--- config.mk ---
export PLATFORM = sky130hd
export DESIGN_NAME = pin_irq_ctrl
export DESIGN_NICKNAME = d
export VERILOG_FILES = /design/src/rtl/pin_irq_pkg.sv /design/src/rtl/pin_irq_control.sv /design/src/rtl/pin_irq_datapath.sv /design/src/rtl/pin_irq_ctrl.sv
export SDC_FILE = /design/constraint.sdc
export NUM_CORES = 1
export LEC_CHECK = 0
export BUFFER_PORTS_ARGS = -buffer_cell sky130_fd_sc_hd__buf_2
export CORE_MARGIN = 3
export CORE_UTILIZATION = 50
export CTS_BUF_LIST = sky130_fd_sc_hd__clkbuf_2
export DETAILED_ROUTE_END_ITERATION = 10
export PLACE_DENSITY = 0.72
export SYNTH_ARGS = -nofsm -noshare
export SYNTH_HDL_FRONTEND = slang
export SYNTH_SLANG_ARGS = --single-unit
--- constraint.sdc ---
create_clock -name clk -period 2.52 [get_ports clk]
set_input_delay 0.378 -clock clk [delete_from_list [all_inputs] [get_ports clk]]
set_output_delay 0.378 -clock clk [all_outputs]
set_load 0.05 [all_outputs]
--- src/rtl/pin_irq_pkg.sv ---
package pin_irq_pkg;
  localparam int NVEC = 5;
  localparam int VEC_EXT0 = 0;
  localparam int VEC_EXT1 = 1;
  localparam int VEC_EXT2 = 2;
  localparam int VEC_PC0  = 3;
  localparam int VEC_PC1  = 4;
  localparam int NUM_EXT  = 3;
  localparam int NUM_GRP  = 2;

  // bit positions of enables in the enable register
  localparam int EN_POS_EXT1 = 7;
  localparam int EN_POS_EXT0 = 6;
  localparam int EN_POS_EXT2 = 5;
  localparam int EN_POS_PC1  = 4;
  localparam int EN_POS_PC0  = 3;
  localparam int RO_ZERO_POS = 2;

  typedef enum logic [1:0] {
    SENSE_LOW  = 2'b00,
    SENSE_ANY  = 2'b01,
    SENSE_FALL = 2'b10,
    SENSE_RISE = 2'b11
  } sense_e;

  typedef struct packed {
    logic            wrCtl;
    logic            wrSense;
    logic            wrMask0;
    logic            wrMask1;
    logic [NVEC-1:0] setPend;
    logic [1:0]      levelHit;
  } strobe_t;
endpackage

--- src/rtl/pin_irq_control.sv ---
module pin_irq_control
  import pin_irq_pkg::*;
#(
  parameter int ADDR_W = 3,
  parameter int GRP_W  = 8
) (
  input  logic [ADDR_W-1:0]    busAddr,
  input  logic                 busWrEn,
  input  logic [NUM_EXT-1:0]   extNow,
  input  logic [NUM_EXT-1:0]   extPrev,
  input  logic [2*GRP_W-1:0]   pcNow,
  input  logic [2*GRP_W-1:0]   pcPrev,
  input  logic [4:0]           senseReg,
  input  logic [2*GRP_W-1:0]   pcMask,
  output strobe_t              stb
);
  function automatic logic senseHit(input logic [1:0] mode, input logic now, input logic prev);
    case (sense_e'(mode))
      SENSE_LOW:  senseHit = 1'b0;
      SENSE_ANY:  senseHit = now ^ prev;
      SENSE_FALL: senseHit = prev & ~now;
      default:    senseHit = now & ~prev;
    endcase
  endfunction

  logic [NVEC-1:0] setPend;
  logic [1:0]      levelHit;

  // two-bit sensed sources
  for (genvar e = 0; e < 2; e++) begin : g_twoBit
    assign setPend[e]  = senseHit(senseReg[2*e +: 2], extNow[e], extPrev[e]);
    assign levelHit[e] = (sense_e'(senseReg[2*e +: 2]) == SENSE_LOW) & ~extNow[e];
  end

  // one-bit sensed source: edge only
  assign setPend[VEC_EXT2] = senseReg[4] ? (extNow[2] & ~extPrev[2])
                                         : (extPrev[2] & ~extNow[2]);

  // masked any-change groups
  for (genvar g = 0; g < NUM_GRP; g++) begin : g_group
    assign setPend[VEC_PC0 + g] =
      |((pcNow[g*GRP_W +: GRP_W] ^ pcPrev[g*GRP_W +: GRP_W]) & pcMask[g*GRP_W +: GRP_W]);
  end

  always_comb begin
    stb          = '0;
    stb.setPend  = setPend;
    stb.levelHit = levelHit;
    if (busWrEn) begin
      case (busAddr)
        ADDR_W'(0): stb.wrCtl   = 1'b1;
        ADDR_W'(1): stb.wrSense = 1'b1;
        ADDR_W'(2): stb.wrMask0 = 1'b1;
        ADDR_W'(3): stb.wrMask1 = 1'b1;
        default:    ;
      endcase
    end
  end
endmodule

--- src/rtl/pin_irq_datapath.sv ---
module pin_irq_datapath
  import pin_irq_pkg::*;
#(
  parameter int ADDR_W      = 3,
  parameter int DATA_W      = 8,
  parameter int GRP_W       = 8,
  parameter int SYNC_STAGES = 2
) (
  input  logic                 clk,
  input  logic                 rstN,
  input  strobe_t              stb,
  input  logic [ADDR_W-1:0]    busAddr,
  input  logic [DATA_W-1:0]    busWrData,
  output logic [DATA_W-1:0]    busRdData,
  input  logic                 globalIe,
  input  logic [NUM_EXT-1:0]   extPin,
  input  logic [2*GRP_W-1:0]   pcPin,
  input  logic [NVEC-1:0]      ack,
  output logic [NVEC-1:0]      irqReq,
  output logic [NUM_EXT-1:0]   extNow,
  output logic [NUM_EXT-1:0]   extPrev,
  output logic [2*GRP_W-1:0]   pcNow,
  output logic [2*GRP_W-1:0]   pcPrev,
  output logic [4:0]           senseReg,
  output logic [2*GRP_W-1:0]   pcMask,
  output logic [NVEC-1:0]      pendQ
);
  localparam int PIN_W = NUM_EXT + 2*GRP_W;

  logic [PIN_W-1:0] syncStage [SYNC_STAGES];
  logic [PIN_W-1:0] prevQ;
  logic [DATA_W-1:0] ctlReg;
  logic [GRP_W-1:0]  mask0, mask1;
  logic [NVEC-1:0]   enVec;

  for (genvar s = 0; s < SYNC_STAGES; s++) begin : g_sync
    always_ff @(posedge clk or negedge rstN) begin
      if (!rstN)      syncStage[s] <= '1;
      else if (s == 0) syncStage[s] <= {pcPin, extPin};
      else            syncStage[s] <= syncStage[(s == 0) ? 0 : s-1];
    end
  end

  always_ff @(posedge clk or negedge rstN) begin
    if (!rstN) prevQ <= '1;
    else       prevQ <= syncStage[SYNC_STAGES-1];
  end

  assign extNow  = syncStage[SYNC_STAGES-1][NUM_EXT-1:0];
  assign extPrev = prevQ[NUM_EXT-1:0];
  assign pcNow   = syncStage[SYNC_STAGES-1][PIN_W-1:NUM_EXT];
  assign pcPrev  = prevQ[PIN_W-1:NUM_EXT];

  always_ff @(posedge clk or negedge rstN) begin
    if (!rstN) begin
      ctlReg   <= '0;
      senseReg <= '0;
      mask0    <= '0;
      mask1    <= '0;
      pendQ    <= '0;
    end else begin
      if (stb.wrCtl)   ctlReg   <= busWrData & ~(DATA_W'(1) << RO_ZERO_POS);
      if (stb.wrSense) senseReg <= busWrData[4:0];
      if (stb.wrMask0) mask0    <= busWrData[GRP_W-1:0];
      if (stb.wrMask1) mask1    <= busWrData[GRP_W-1:0];
      pendQ <= (pendQ & ~ack) | stb.setPend;
    end
  end

  assign pcMask = {mask1, mask0};

  assign enVec[VEC_EXT0] = ctlReg[EN_POS_EXT0];
  assign enVec[VEC_EXT1] = ctlReg[EN_POS_EXT1];
  assign enVec[VEC_EXT2] = ctlReg[EN_POS_EXT2];
  assign enVec[VEC_PC0]  = ctlReg[EN_POS_PC0];
  assign enVec[VEC_PC1]  = ctlReg[EN_POS_PC1];

  assign irqReq = enVec & {NVEC{globalIe}} & (pendQ | {{(NVEC-2){1'b0}}, stb.levelHit});

  always_comb begin
    case (busAddr)
      ADDR_W'(0): busRdData = ctlReg;
      ADDR_W'(1): busRdData = DATA_W'(senseReg);
      ADDR_W'(2): busRdData = DATA_W'(mask0);
      ADDR_W'(3): busRdData = DATA_W'(mask1);
      ADDR_W'(4): busRdData = DATA_W'(pendQ);
      default:    busRdData = '0;
    endcase
  end
endmodule

--- src/rtl/pin_irq_ctrl.sv ---
module pin_irq_ctrl
  import pin_irq_pkg::*;
#(
  parameter int ADDR_W      = 3,
  parameter int DATA_W      = 8,
  parameter int GRP_W       = 8,
  parameter int SYNC_STAGES = 2
) (
  input  logic                clk,
  input  logic                rstN,
  input  logic [ADDR_W-1:0]   busAddr,
  input  logic                busWrEn,
  input  logic [DATA_W-1:0]   busWrData,
  output logic [DATA_W-1:0]   busRdData,
  input  logic                globalIe,
  input  logic [NUM_EXT-1:0]  extPin,
  input  logic [2*GRP_W-1:0]  pcPin,
  input  logic [NVEC-1:0]     ack,
  output logic [NVEC-1:0]     irqReq
);
  strobe_t              stb;
  logic [NUM_EXT-1:0]   extNow, extPrev;
  logic [2*GRP_W-1:0]   pcNow, pcPrev, pcMask;
  logic [4:0]           senseReg;
  logic [NVEC-1:0]      pendQ;

  pin_irq_control #(.ADDR_W(ADDR_W), .GRP_W(GRP_W)) u_ctl (
    .busAddr(busAddr), .busWrEn(busWrEn),
    .extNow(extNow), .extPrev(extPrev),
    .pcNow(pcNow), .pcPrev(pcPrev),
    .senseReg(senseReg), .pcMask(pcMask),
    .stb(stb)
  );

  pin_irq_datapath #(.ADDR_W(ADDR_W), .DATA_W(DATA_W), .GRP_W(GRP_W),
                     .SYNC_STAGES(SYNC_STAGES)) u_dp (
    .clk(clk), .rstN(rstN), .stb(stb),
    .busAddr(busAddr), .busWrData(busWrData), .busRdData(busRdData),
    .globalIe(globalIe), .extPin(extPin), .pcPin(pcPin),
    .ack(ack), .irqReq(irqReq),
    .extNow(extNow), .extPrev(extPrev), .pcNow(pcNow), .pcPrev(pcPrev),
    .senseReg(senseReg), .pcMask(pcMask), .pendQ(pendQ)
  );
endmodule

==> impl_metrics.env, run 1 <==
export IMPL_status="finished, final reports clean"
export IMPL_dp_cells=347
export IMPL_path_max_fanout=5
export IMPL_detail_route_wl_per_cell_um=15.44
export IMPL_grt_overflow=0
export IMPL_cts_resized=0
export IMPL_crit_type="flop to primary output"
export IMPL_drt_pre_antenna_iters=5
export IMPL_slew_headroom_pct=61.60
export IMPL_clockRootBuffer="clkbuf_2"
export IMPL_cts_sinks=90
export IMPL_rsz0062_at_grt="no"
export IMPL_dieArea_sq_mm=0.007865
export IMPL_htreeDepth=3
export IMPL_worst_ep_required_time_ps=2140
export IMPL_synthMuxAreaShare_pct=12.45
export IMPL_synth_xor_area_share_pct=4.100
export IMPL_place_port_buffers=51
export IMPL_num_vias=2003
export IMPL_arrival_ps=1750
export IMPL_syn_nets=265
export IMPL_grt_usage_pct=17.20
export IMPL_setup_tns_ps=0
export IMPL_place_gp_congestion=0.8374
export IMPL_grt_start_max_net_pins=46
export IMPL_yosysTopAreaCell="dfstp_2"
export IMPL_synth_top_area_share_pct=43.81
export IMPL_cts_hold_buffers_added=22
export IMPL_die_w_um=88.69
export IMPL_synthSimpleGateAreaFrac_pct=5.454
export IMPL_fin_nets=346
export IMPL_grt_pass1_wl_um=9922
export IMPL_fin_crit_sh_pct=84.39
export IMPL_clk_pin_slew_ps=220
export IMPL_fin_crit_ps=2127
export IMPL_cap_viol_max_count=0
export IMPL_netlist_area_sq_mm=0.003418
export IMPL_clk_latency_ps=510
export IMPL_register_area_sq_mm=0.002323
export IMPL_drv_slew=0
export IMPL_final_common_cell="dfstp_2"
export IMPL_seq_area_frac_synth_pct=67.97
export IMPL_timing_hold_ws_ps=100.4
export IMPL_yosys_warnings=0
export IMPL_post_cts_setup_buffers=0
export IMPL_die_h_um=88.69
export IMPL_synthCells=222
export IMPL_setup_violations=0
export IMPL_synth_compound_area_share_pct=6.515
export IMPL_hold_depth=2
export IMPL_hpwl_um=4202
export IMPL_reg2regPathDepth=5
export IMPL_clk_path_buf_depth=2
export IMPL_final_antenna_net_count=0
export IMPL_antenna_found_initial=0
export IMPL_ys_types=34
export IMPL_numCtsBuffers=9
export IMPL_synth_top_family_by_area="multiplexers"
export IMPL_peakVddDrop_uv=442.6
export IMPL_area_growth_pct=19.44
export IMPL_multiInputGateArea_sq_mm=0.001025
export IMPL_cts_tree="built"
export IMPL_max_freq_mhz=470.2
export IMPL_finalPower_w=0.002962
export IMPL_fin_util_pct=62.86
export IMPL_synthTopCellsByArea="dfstp_2 44%, dfrtp_1 24%, mux2_2 12%"
export IMPL_fillers=504
export IMPL_fp_row_count=29
export IMPL_synth_seq_cells=90
export IMPL_core_sq_mm=0.006495
export IMPL_antenna_cells=0
export IMPL_cp_end_kind="primary output"
export IMPL_powerDensity_mw_per_mm2=725.5
export IMPL_drt_iter0_drc=131
export IMPL_p_leak_nw=1.804
export IMPL_ios=52
export IMPL_tightest_slew_ps=573.6
export IMPL_wirelength_um=5945
export IMPL_skew_ps=28.70
export IMPL_drt_vias_per_instance=5.203
export IMPL_fin_cells=385
export IMPL_yosys_area_share_adder_pct=1.464
export IMPL_crit_path_start_kind="flop"
export IMPL_min_path_type="input pin to flop"
export IMPL_grt_pass1_vias=2044
export IMPL_drive_gt1_share_pct=53.25
export IMPL_final_cell_mix="57 x dfstp_2, 50 x buf_2, 36 x mux2_2"
export IMPL_start_util_pct=52.63
export IMPL_drc=0
export IMPL_avgSynthCellArea_sq_um=15.40
export IMPL_hold_viol=0
[report_power, final]
group	switching [W]	total, W	internal, W
sequential	0.000130	0.00178	0.00165
combinational	0.000275	0.000521	0.000246
clock	0.000441	0.000666	0.000225
total	0.000847	0.00296	0.00212
[kinds of logic (layout without fill, tap and decap cells)]
group,count (synthesis),in the layout
and+or+nand+nor,28,28
buffers and inverters,14,100
xor gates and xnor gates,16,16
adders and majority gates,4,4
DFF,90,90
muxes,38,38
AOI/OAI and AO/OA,32,32
[worst paths after layout]
kind,from,endpoint,slack [ps]
hold / removal,ack[2],u_dp.pendQ[2]$_DFF_PN0_,100
min in group asynchronous,rstN,u_dp.ctlReg[6]$_DFFE_PN0P_,350
setup / recovery,u_dp.senseReg[1]$_DFFE_PN0P_,irqReq[0],390
setup reg to reg,u_dp.extNow[1]$_DFF_PN1_,u_dp.pendQ[1]$_DFF_PN0_,1120
max in group asynchronous,rstN,u_dp.syncStage[27]$_DFF_PN1_,1330
hold reg to reg,u_dp.syncStage[37]$_DFF_PN1_,u_dp.pcNow[15]$_DFF_PN1_,340
[routing by layer]
| layer | vias up | routed length [um] | GRT usage [%] |
|---|---|---|---|
| li1 | 956 | - | - |
| met1 | 982 | 2801 | 23.81 |
| met2 | 53 | 2709 | 24.83 |
| met3 | 12 | 293 | 4.469 |
| met4 | 0 | 140 | 9.341 |
| met5 | - | 0 | 0 |
[Yosys cell counts]
cell type / count
a21oi_1: 6
a221oi_1: 2
a222oi_1: 2
a22o_1: 2
a22oi_1: 10
a31oi_1: 2
and3_1: 3
and4bb_2: 1
buf_2: 2
buf_4: 2
buf_6: 1
clkbuf_1: 1
dfrtp_1: 33
dfstp_2: 57
ha_1: 4
inv_1: 8
mux2_2: 36
mux2i_1: 2
nand2_1: 3
nand2b_1: 1
nand3_1: 2
nand3b_1: 1
nand4_2: 1
nor2_1: 6
nor2b_1: 3
nor3_1: 1
nor3b_1: 2
nor4b_4: 1
nor4bb_1: 1
o21ai_0: 2
o221ai_1: 1
o22ai_1: 5
or3_1: 2
xor2_1: 16
[worst max-delay path, cell delays in order (launching register included)]
cell	delay, ps
dfrtp_1	470
or3_1	370
a21oi_1	140
buf_2	270
[sequential cells by signal, summed over array words and instances (netlist names)]
name,flops
u_dp.syncStage,19
u_dp.ctlReg,7
u_dp.senseReg,5
u_dp.mask1,8
u_dp.extNow,3
u_dp.pcNow,16
u_dp.pendQ,5
u_dp.mask0,8
u_dp.prevQ,19
[area by class of cell]
cell class	instances	area share [%]
clock buffers	10	1.226
clock inverters	6	1.410
inverters	8	0.7355
multi-input cells	118	25.10
flip-flops and latches	90	56.91
well taps	77	2.360
repair buffers	76	12.26
[per-stage QoR]
stage               cell area (sq um)  setup slack [ps]
floorplan                        3418             299.0
global placement                 3755             570.7
detailed placement               3755             500.9
CTS                              4083             329.1
global route                     4083             241.1
finish                           4083             393.2
No activity file was read; power rests on OpenSTA's default activity.
==> run 2: changes to the inputs <==
--- a/config.mk
+++ b/config.mk
@@ -10,7 +10,7 @@
 export CORE_UTILIZATION = 50
 export CTS_BUF_LIST = sky130_fd_sc_hd__clkbuf_2
 export DETAILED_ROUTE_END_ITERATION = 10
-export PLACE_DENSITY = 0.72
+export PLACE_DENSITY = 0.74
 export SYNTH_ARGS = -nofsm -noshare
 export SYNTH_HDL_FRONTEND = slang
 export SYNTH_SLANG_ARGS = --single-unit
==> constraint.sdc (replaced) <==
create_clock -name clk -period 1.9 [get_ports clk]
set_input_delay 0.285 -clock clk [delete_from_list [all_inputs] [get_ports clk]]
set_output_delay 0.285 -clock clk [all_outputs]
set_load 0.05 [all_outputs]
==> impl_metrics.env, run 2 (synthesis gave the netlist of run 1 again) <==
export IMPL_tightest_slew_ps=472.9
export IMPL_grt_overflow=0
export IMPL_powerDensity_mw_per_mm2=922.8
export IMPL_final_common_cell="dfstp_2"
export IMPL_clk_path_buf_depth=2
export IMPL_slew_headroom_pct=68.48
export IMPL_register_area_sq_mm=0.002325
export IMPL_fillers=453
export IMPL_num_vias=2196
export IMPL_drive_gt1_share_pct=61.56
export IMPL_hold_viol=0
export IMPL_numCtsBuffers=9
export IMPL_detail_route_wl_per_cell_um=15.67
export IMPL_clk_pin_slew_ps=250
export IMPL_setup_violations=6
export IMPL_r2r_start="u_dp.extNow[1]$_DFF_PN1_"
export IMPL_final_antenna_net_count=0
export IMPL_path_max_fanout=3
export IMPL_slowest_stage="dfrtp_1"
export IMPL_worstPathCellList="mux2i_1 -> nor2_1 -> a31oi_1 -> o22ai_2 -> buf_6"
export IMPL_antenna_cells=0
export IMPL_htreeDepth=3
export IMPL_holdCritStartpoint="ack[4]"
export IMPL_core_sq_mm=0.006495
export IMPL_wirelength_um=6627
export IMPL_dieArea_sq_mm=0.007865
export IMPL_violations="negative setup slack"
export IMPL_drt_iter0_drc=130
export IMPL_peakVddDrop_uv=596.4
export IMPL_drv_slew=0
export IMPL_clk_latency_ps=530
export IMPL_skew_ps=26.29
export IMPL_reg2regPathDepth=5
export IMPL_crit_reg2reg_capture="u_dp.pendQ[1]$_DFF_PN0_"
export IMPL_timing_hold_ws_ps=85.51
export IMPL_start_util_pct=52.63
export IMPL_die_h_um=88.69
export IMPL_worst_ep_required_time_ps=1620
export IMPL_cpPeakStageDelay_ps=460
export IMPL_ios=52
export IMPL_drt_pre_antenna_iters=5
export IMPL_min_to="u_dp.pendQ[4]$_DFF_PN0_"
export IMPL_grt_pass1_vias=2155
export IMPL_ff2ff_setup_slack_ps=390
export IMPL_max_freq_mhz=515.1
export IMPL_final_cell_mix="57 x dfstp_2, 40 x buf_2, 33 x mux2_2, 33 x buf_4, 32 x dfrtp_1"
export IMPL_dp_cells=354
export IMPL_area_growth_pct=33.16
export IMPL_multiInputGateArea_sq_mm=0.001117
export IMPL_hpwl_um=4424
export IMPL_p_leak_nw=2.022
export IMPL_finalPower_w=0.004200
export IMPL_drt_vias_per_instance=5.191
export IMPL_fin_crit_ps=1941
export IMPL_fin_nets=384
export IMPL_crit_path_start_kind="flop"
export IMPL_fp_row_count=29
export IMPL_fin_cells=423
export IMPL_post_place_ws_ps=138.5
export IMPL_hold_depth=4
export IMPL_rsz0062_at_grt="yes"
export IMPL_crit_type="flop to primary output"
export IMPL_clockRootBuffer="clkbuf_2"
export IMPL_cap_viol_max_count=0
export IMPL_grt_pass1_wl_um=10540
export IMPL_fin_crit_sh_pct=102.2
export IMPL_cp_end_kind="primary output"
export IMPL_drc=0
export IMPL_cts_tree="built"
export IMPL_cts_sinks=90
export IMPL_min_path_type="input pin to flop"
export IMPL_arrival_ps=1660
export IMPL_place_gp_congestion=0.9082
export IMPL_setup_tns_ps=-183.8
export IMPL_worst_slack_ps=-41.49
export IMPL_grt_start_max_net_pins=38
export IMPL_place_port_buffers=51
export IMPL_grt_usage_pct=18.13
export IMPL_status="complete, but fails checks"
export IMPL_die_w_um=88.69
export IMPL_antenna_found_initial=0
[run 2: changes by cell type in the layout (fill, tap and decap cells not counted), sizes merged]
cell and delta:
clkinv -3, clkinvlp -1, buf +29, dlygate4sd3 +9, inv +5, bufinv -1
[run 2: per-stage QoR]
stage,utilization [%],cell area [sq um]
6_report,70.08,4552
5_1_grt,70.08,4552
4_1_cts,68.70,4462
3_5_place_dp,59.37,3856
3_3_place_gp,59.37,3856
2_1_floorplan,-,3455
[run 2: worst max-delay path, delay by kind of cell (launching register included)]
| kind | cells | cell delay, ps |
|---|---|---|
| flops | 1 | 460 |
| compound gates | 2 | 320 |
| buf+inv | 1 | 170 |
| mux | 1 | 140 |
| simple gates | 1 | 50 |
[run 2: how the worst max path moves through the flow]
stage / start / end / slack [ps] / depth (start not counted)
after detailed placement: busAddr[0] / busRdData[2] / 140 / 5
after global placement: busAddr[0] / busRdData[2] / 200 / 5
after global routing: u_dp.mask0[3]$_DFFE_PN0P_ / busRdData[3] / -190 / 4
final: u_dp.senseReg[1]$_DFFE_PN0P_ / busRdData[1] / -40 / 5
after floorplan: busAddr[0] / busRdData[5] / 6 / 5
after CTS: u_dp.mask0[3]$_DFFE_PN0P_ / busRdData[3] / -90 / 4
[run 2: what timing repair did]
item                                    in CTS  in global routing
hold buffers                                31                  0
endpoints found under the hold margin       73                  0
gates cloned                                 0                  0
setup buffers                               14                  8
pin swaps                                    5                  0
gates resized for setup                     25                  9
endpoints found under the setup margin       9                 10
[run 2: per-layer routing]
metal | global-route usage, % | routed length (um) | vias to the layer above
li1 | - | - | 1029
met1 | 23.90 | 2970 | 1091
met2 | 28.61 | 3177 | 69
met3 | 5.866 | 384 | 7
met4 | 5.769 | 94 | 0
met5 | 0 | 0 | -
[run 2: layout make-up]
class / instances / area share, %
sequential: 90 / 51.07
multi-input combinational: 118 / 24.55
timing repair buffer: 114 / 19.32
tap: 77 / 2.117
clock inverter: 6 / 1.182
clock buffer: 10 / 1.100
inverter: 8 / 0.6597
[run 2: report_power, final]
group	leakage, nW	switching (W)	total (W)	internal (W)
sequential	0.990	0.000150	0.00233	0.00218
clock	0.0659	0.000656	0.000863	0.000208
combinational	0.966	0.000473	0.00100	0.000531
==> run 3: changes to the inputs <==
--- a/config.mk
+++ b/config.mk
@@ -5,12 +5,13 @@
 export SDC_FILE = /design/constraint.sdc
 export NUM_CORES = 1
 export LEC_CHECK = 0
-export BUFFER_PORTS_ARGS = -buffer_cell sky130_fd_sc_hd__buf_2
 export CORE_MARGIN = 3
 export CORE_UTILIZATION = 50
 export CTS_BUF_LIST = sky130_fd_sc_hd__clkbuf_2
+export CTS_CLUSTER_SIZE = 14
 export DETAILED_ROUTE_END_ITERATION = 10
-export PLACE_DENSITY = 0.74
+export DONT_BUFFER_PORTS = 1
+export PLACE_DENSITY = 0.68
 export SYNTH_ARGS = -nofsm -noshare
 export SYNTH_HDL_FRONTEND = slang
 export SYNTH_SLANG_ARGS = --single-unit
==> impl_metrics.env, run 3 (synthesis gave the netlist of run 1 again) <==
export IMPL_status="complete, but fails checks"
export IMPL_violations="negative hold slack, negative setup slack"
export IMPL_peakVddDrop_uv=600.1
export IMPL_grt_pass1_vias=2174
export IMPL_numCtsBuffers=9
export IMPL_rsz0062_at_grt="yes"
export IMPL_worst_path_buf_inv=1
export IMPL_fin_nets=341
export IMPL_max_freq_mhz=506.7
export IMPL_slowest_stage="dfrtp_1"
export IMPL_ff2ff_setup_slack_ps=390
export IMPL_clk_path_buf_depth=2
export IMPL_p_leak_nw=1.871
export IMPL_drv_slew=0
export IMPL_final_common_cell="dfstp_2"
export IMPL_slew_headroom_pct=57.34
export IMPL_detail_route_wl_per_cell_um=17.14
export IMPL_die_h_um=88.69
export IMPL_drt_pre_antenna_iters=4
export IMPL_fin_crit_ps=1973
export IMPL_cpPeakStageDelay_ps=450
export IMPL_area_growth_pct=28.04
export IMPL_cts_sinks=90
export IMPL_drt_iter0_drc=116
export IMPL_drive_gt1_share_pct=55.45
export IMPL_wirelength_um=6513
export IMPL_start_util_pct=52.63
export IMPL_grt_start_max_net_pins=91
export IMPL_clockPowerShare_pct=21.2
export IMPL_cts_hold_buffers_added=38
export IMPL_hold_viol=90
export IMPL_post_place_ws_ps=449.8
export IMPL_die_w_um=88.69
export IMPL_wirelength_met1_um=2869
export IMPL_crit_type="flop to primary output"
export IMPL_htreeDepth=3
export IMPL_p_seq_share_pct=56.5
export IMPL_dieArea_sq_mm=0.007865
export IMPL_crit_family="flip-flops"
export IMPL_tightest_slew_ps=637.5
export IMPL_drc=0
export IMPL_crit_reg2reg_capture="u_dp.pendQ[1]$_DFF_PN0_"
export IMPL_core_sq_mm=0.006495
export IMPL_r2r_start="u_dp.extNow[1]$_DFF_PN1_"
export IMPL_skew_ps=14.29
export IMPL_final_cell_mix="57 x dfstp_2, 38 x dlygate4sd3_1, 33 x dfrtp_1"
export IMPL_grt_overflow=0
export IMPL_cts_tree="built"
export IMPL_timing_hold_ws_ps=-596.9
export IMPL_antenna_found_initial=0
export IMPL_reg2regPathDepth=6
export IMPL_drt_vias_per_instance=5.342
export IMPL_min_path_type="input pin to async pin"
export IMPL_worstPathCellList="or3_4 -> a21oi_4 -> buf_6"
export IMPL_dr_wl_met3_um=368
export IMPL_num_vias=2030
export IMPL_cap_viol_max_count=0
export IMPL_highest_layer="met4"
export IMPL_clk_pin_slew_ps=240
export IMPL_fp_row_count=29
export IMPL_worst_slack_ps=-73.43
export IMPL_final_antenna_net_count=0
export IMPL_cp_end_kind="primary output"
export IMPL_grt_pass1_wl_um=10870
export IMPL_clk_latency_ps=530
export IMPL_setup_tns_ps=-259.5
export IMPL_worst_ep_required_time_ps=1620
export IMPL_place_port_buffers=0
export IMPL_met2_length_um=3173
export IMPL_arrival_ps=1690
export IMPL_powerDensity_mw_per_mm2=946.0
export IMPL_internal_power_w=0.002909
export IMPL_crit_path_start_kind="flop"
export IMPL_hpwl_um=4269
export IMPL_combPwrFrac_pct=22.4
export IMPL_grt_usage_pct=19.01
export IMPL_fin_crit_sh_pct=103.9
export IMPL_path_max_fanout=2
export IMPL_place_gp_congestion=0.8635
export IMPL_antenna_cells=0
export IMPL_fillers=455
export IMPL_ios=52
export IMPL_clockRootBuffer="clkbuf_2"
export IMPL_p_sw_share_pct=29.73
export IMPL_p_switching_w=0.001231
export IMPL_setup_violations=7
-- run 3: final cells by class --
type / instances / area [sq um] / share of cell area, %
sequential: 90 / 2323 / 53.09
multi-input combinational: 118 / 1150 / 26.27
timing repair buffer: 71 / 669.4 / 15.29
tap: 77 / 96.34 / 2.201
clock inverter: 6 / 57.56 / 1.315
clock buffer: 10 / 50.05 / 1.144
inverter: 8 / 30.03 / 0.6861
-- run 3: what timing repair did --
action                                 CTS  global route
setup endpoints to repair                9            13
pin swaps                                5             3
endpoints found under the hold margin  142            90
resized for setup                       27             7
setup buffers                           18             3
-- run 3: power groups by stage --
stage	sequential [W]	combinational [W]	clock, W
after floorplan	0.00232	0.000508	0
after global placement	0.00239	0.000584	0
after detailed placement	0.00239	0.000598	0
after CTS	0.00233	0.000891	0.000931
after global routing	0.00237	0.000994	0.00102
final	0.00234	0.000926	0.000876
-- run 3: worst max path at each step --
stage                                            start  cells past startpoint  slack, ps            to
after floorplan                             busAddr[0]                      5          6  busRdData[5]
after global placement    u_dp.senseReg[3]$_DFFE_PN0P_                      3        460     irqReq[1]
after detailed placement  u_dp.senseReg[1]$_DFFE_PN0P_                      3        450     irqReq[0]
after CTS                    u_dp.mask0[3]$_DFFE_PN0P_                      4        -90  busRdData[3]
after global routing         u_dp.mask1[0]$_DFFE_PN0P_                      4       -220  busRdData[0]
final                     u_dp.senseReg[3]$_DFFE_PN0P_                      3        -70     irqReq[1]
-- run 3: layer usage --
layer | vias up | GRT usage (%)
li1 | 945 | -
met1 | 1021 | 24.13
met2 | 57 | 30.16
met3 | 7 | 7.635
met4 | 0 | 5.769
met5 | - | 0
-- run 3: worst register-to-register path, delay by kind of cell, from the launching register on --
| kind | cells | cell delay [ps] |
|---|---|---|
| buffers and inverters | 2 | 150 |
| flip-flops | 1 | 590 |
| AO/OA/AOI/OAI | 2 | 260 |
| multiplexers | 1 | 250 |
| adder cells (fa/ha/maj) | 1 | 170 |
-- run 3: through the flow --
step	util [%]	total power [W]	instance area, sq um	std cells
CTS	66.73	0.004152	4334	377
global placement	55.44	0.002969	3601	305
detailed placement	55.44	0.002990	3601	305
global route	67.39	0.004384	4377	380
finish	67.39	0.004140	4377	380
floorplan	-	0.002826	3455	222
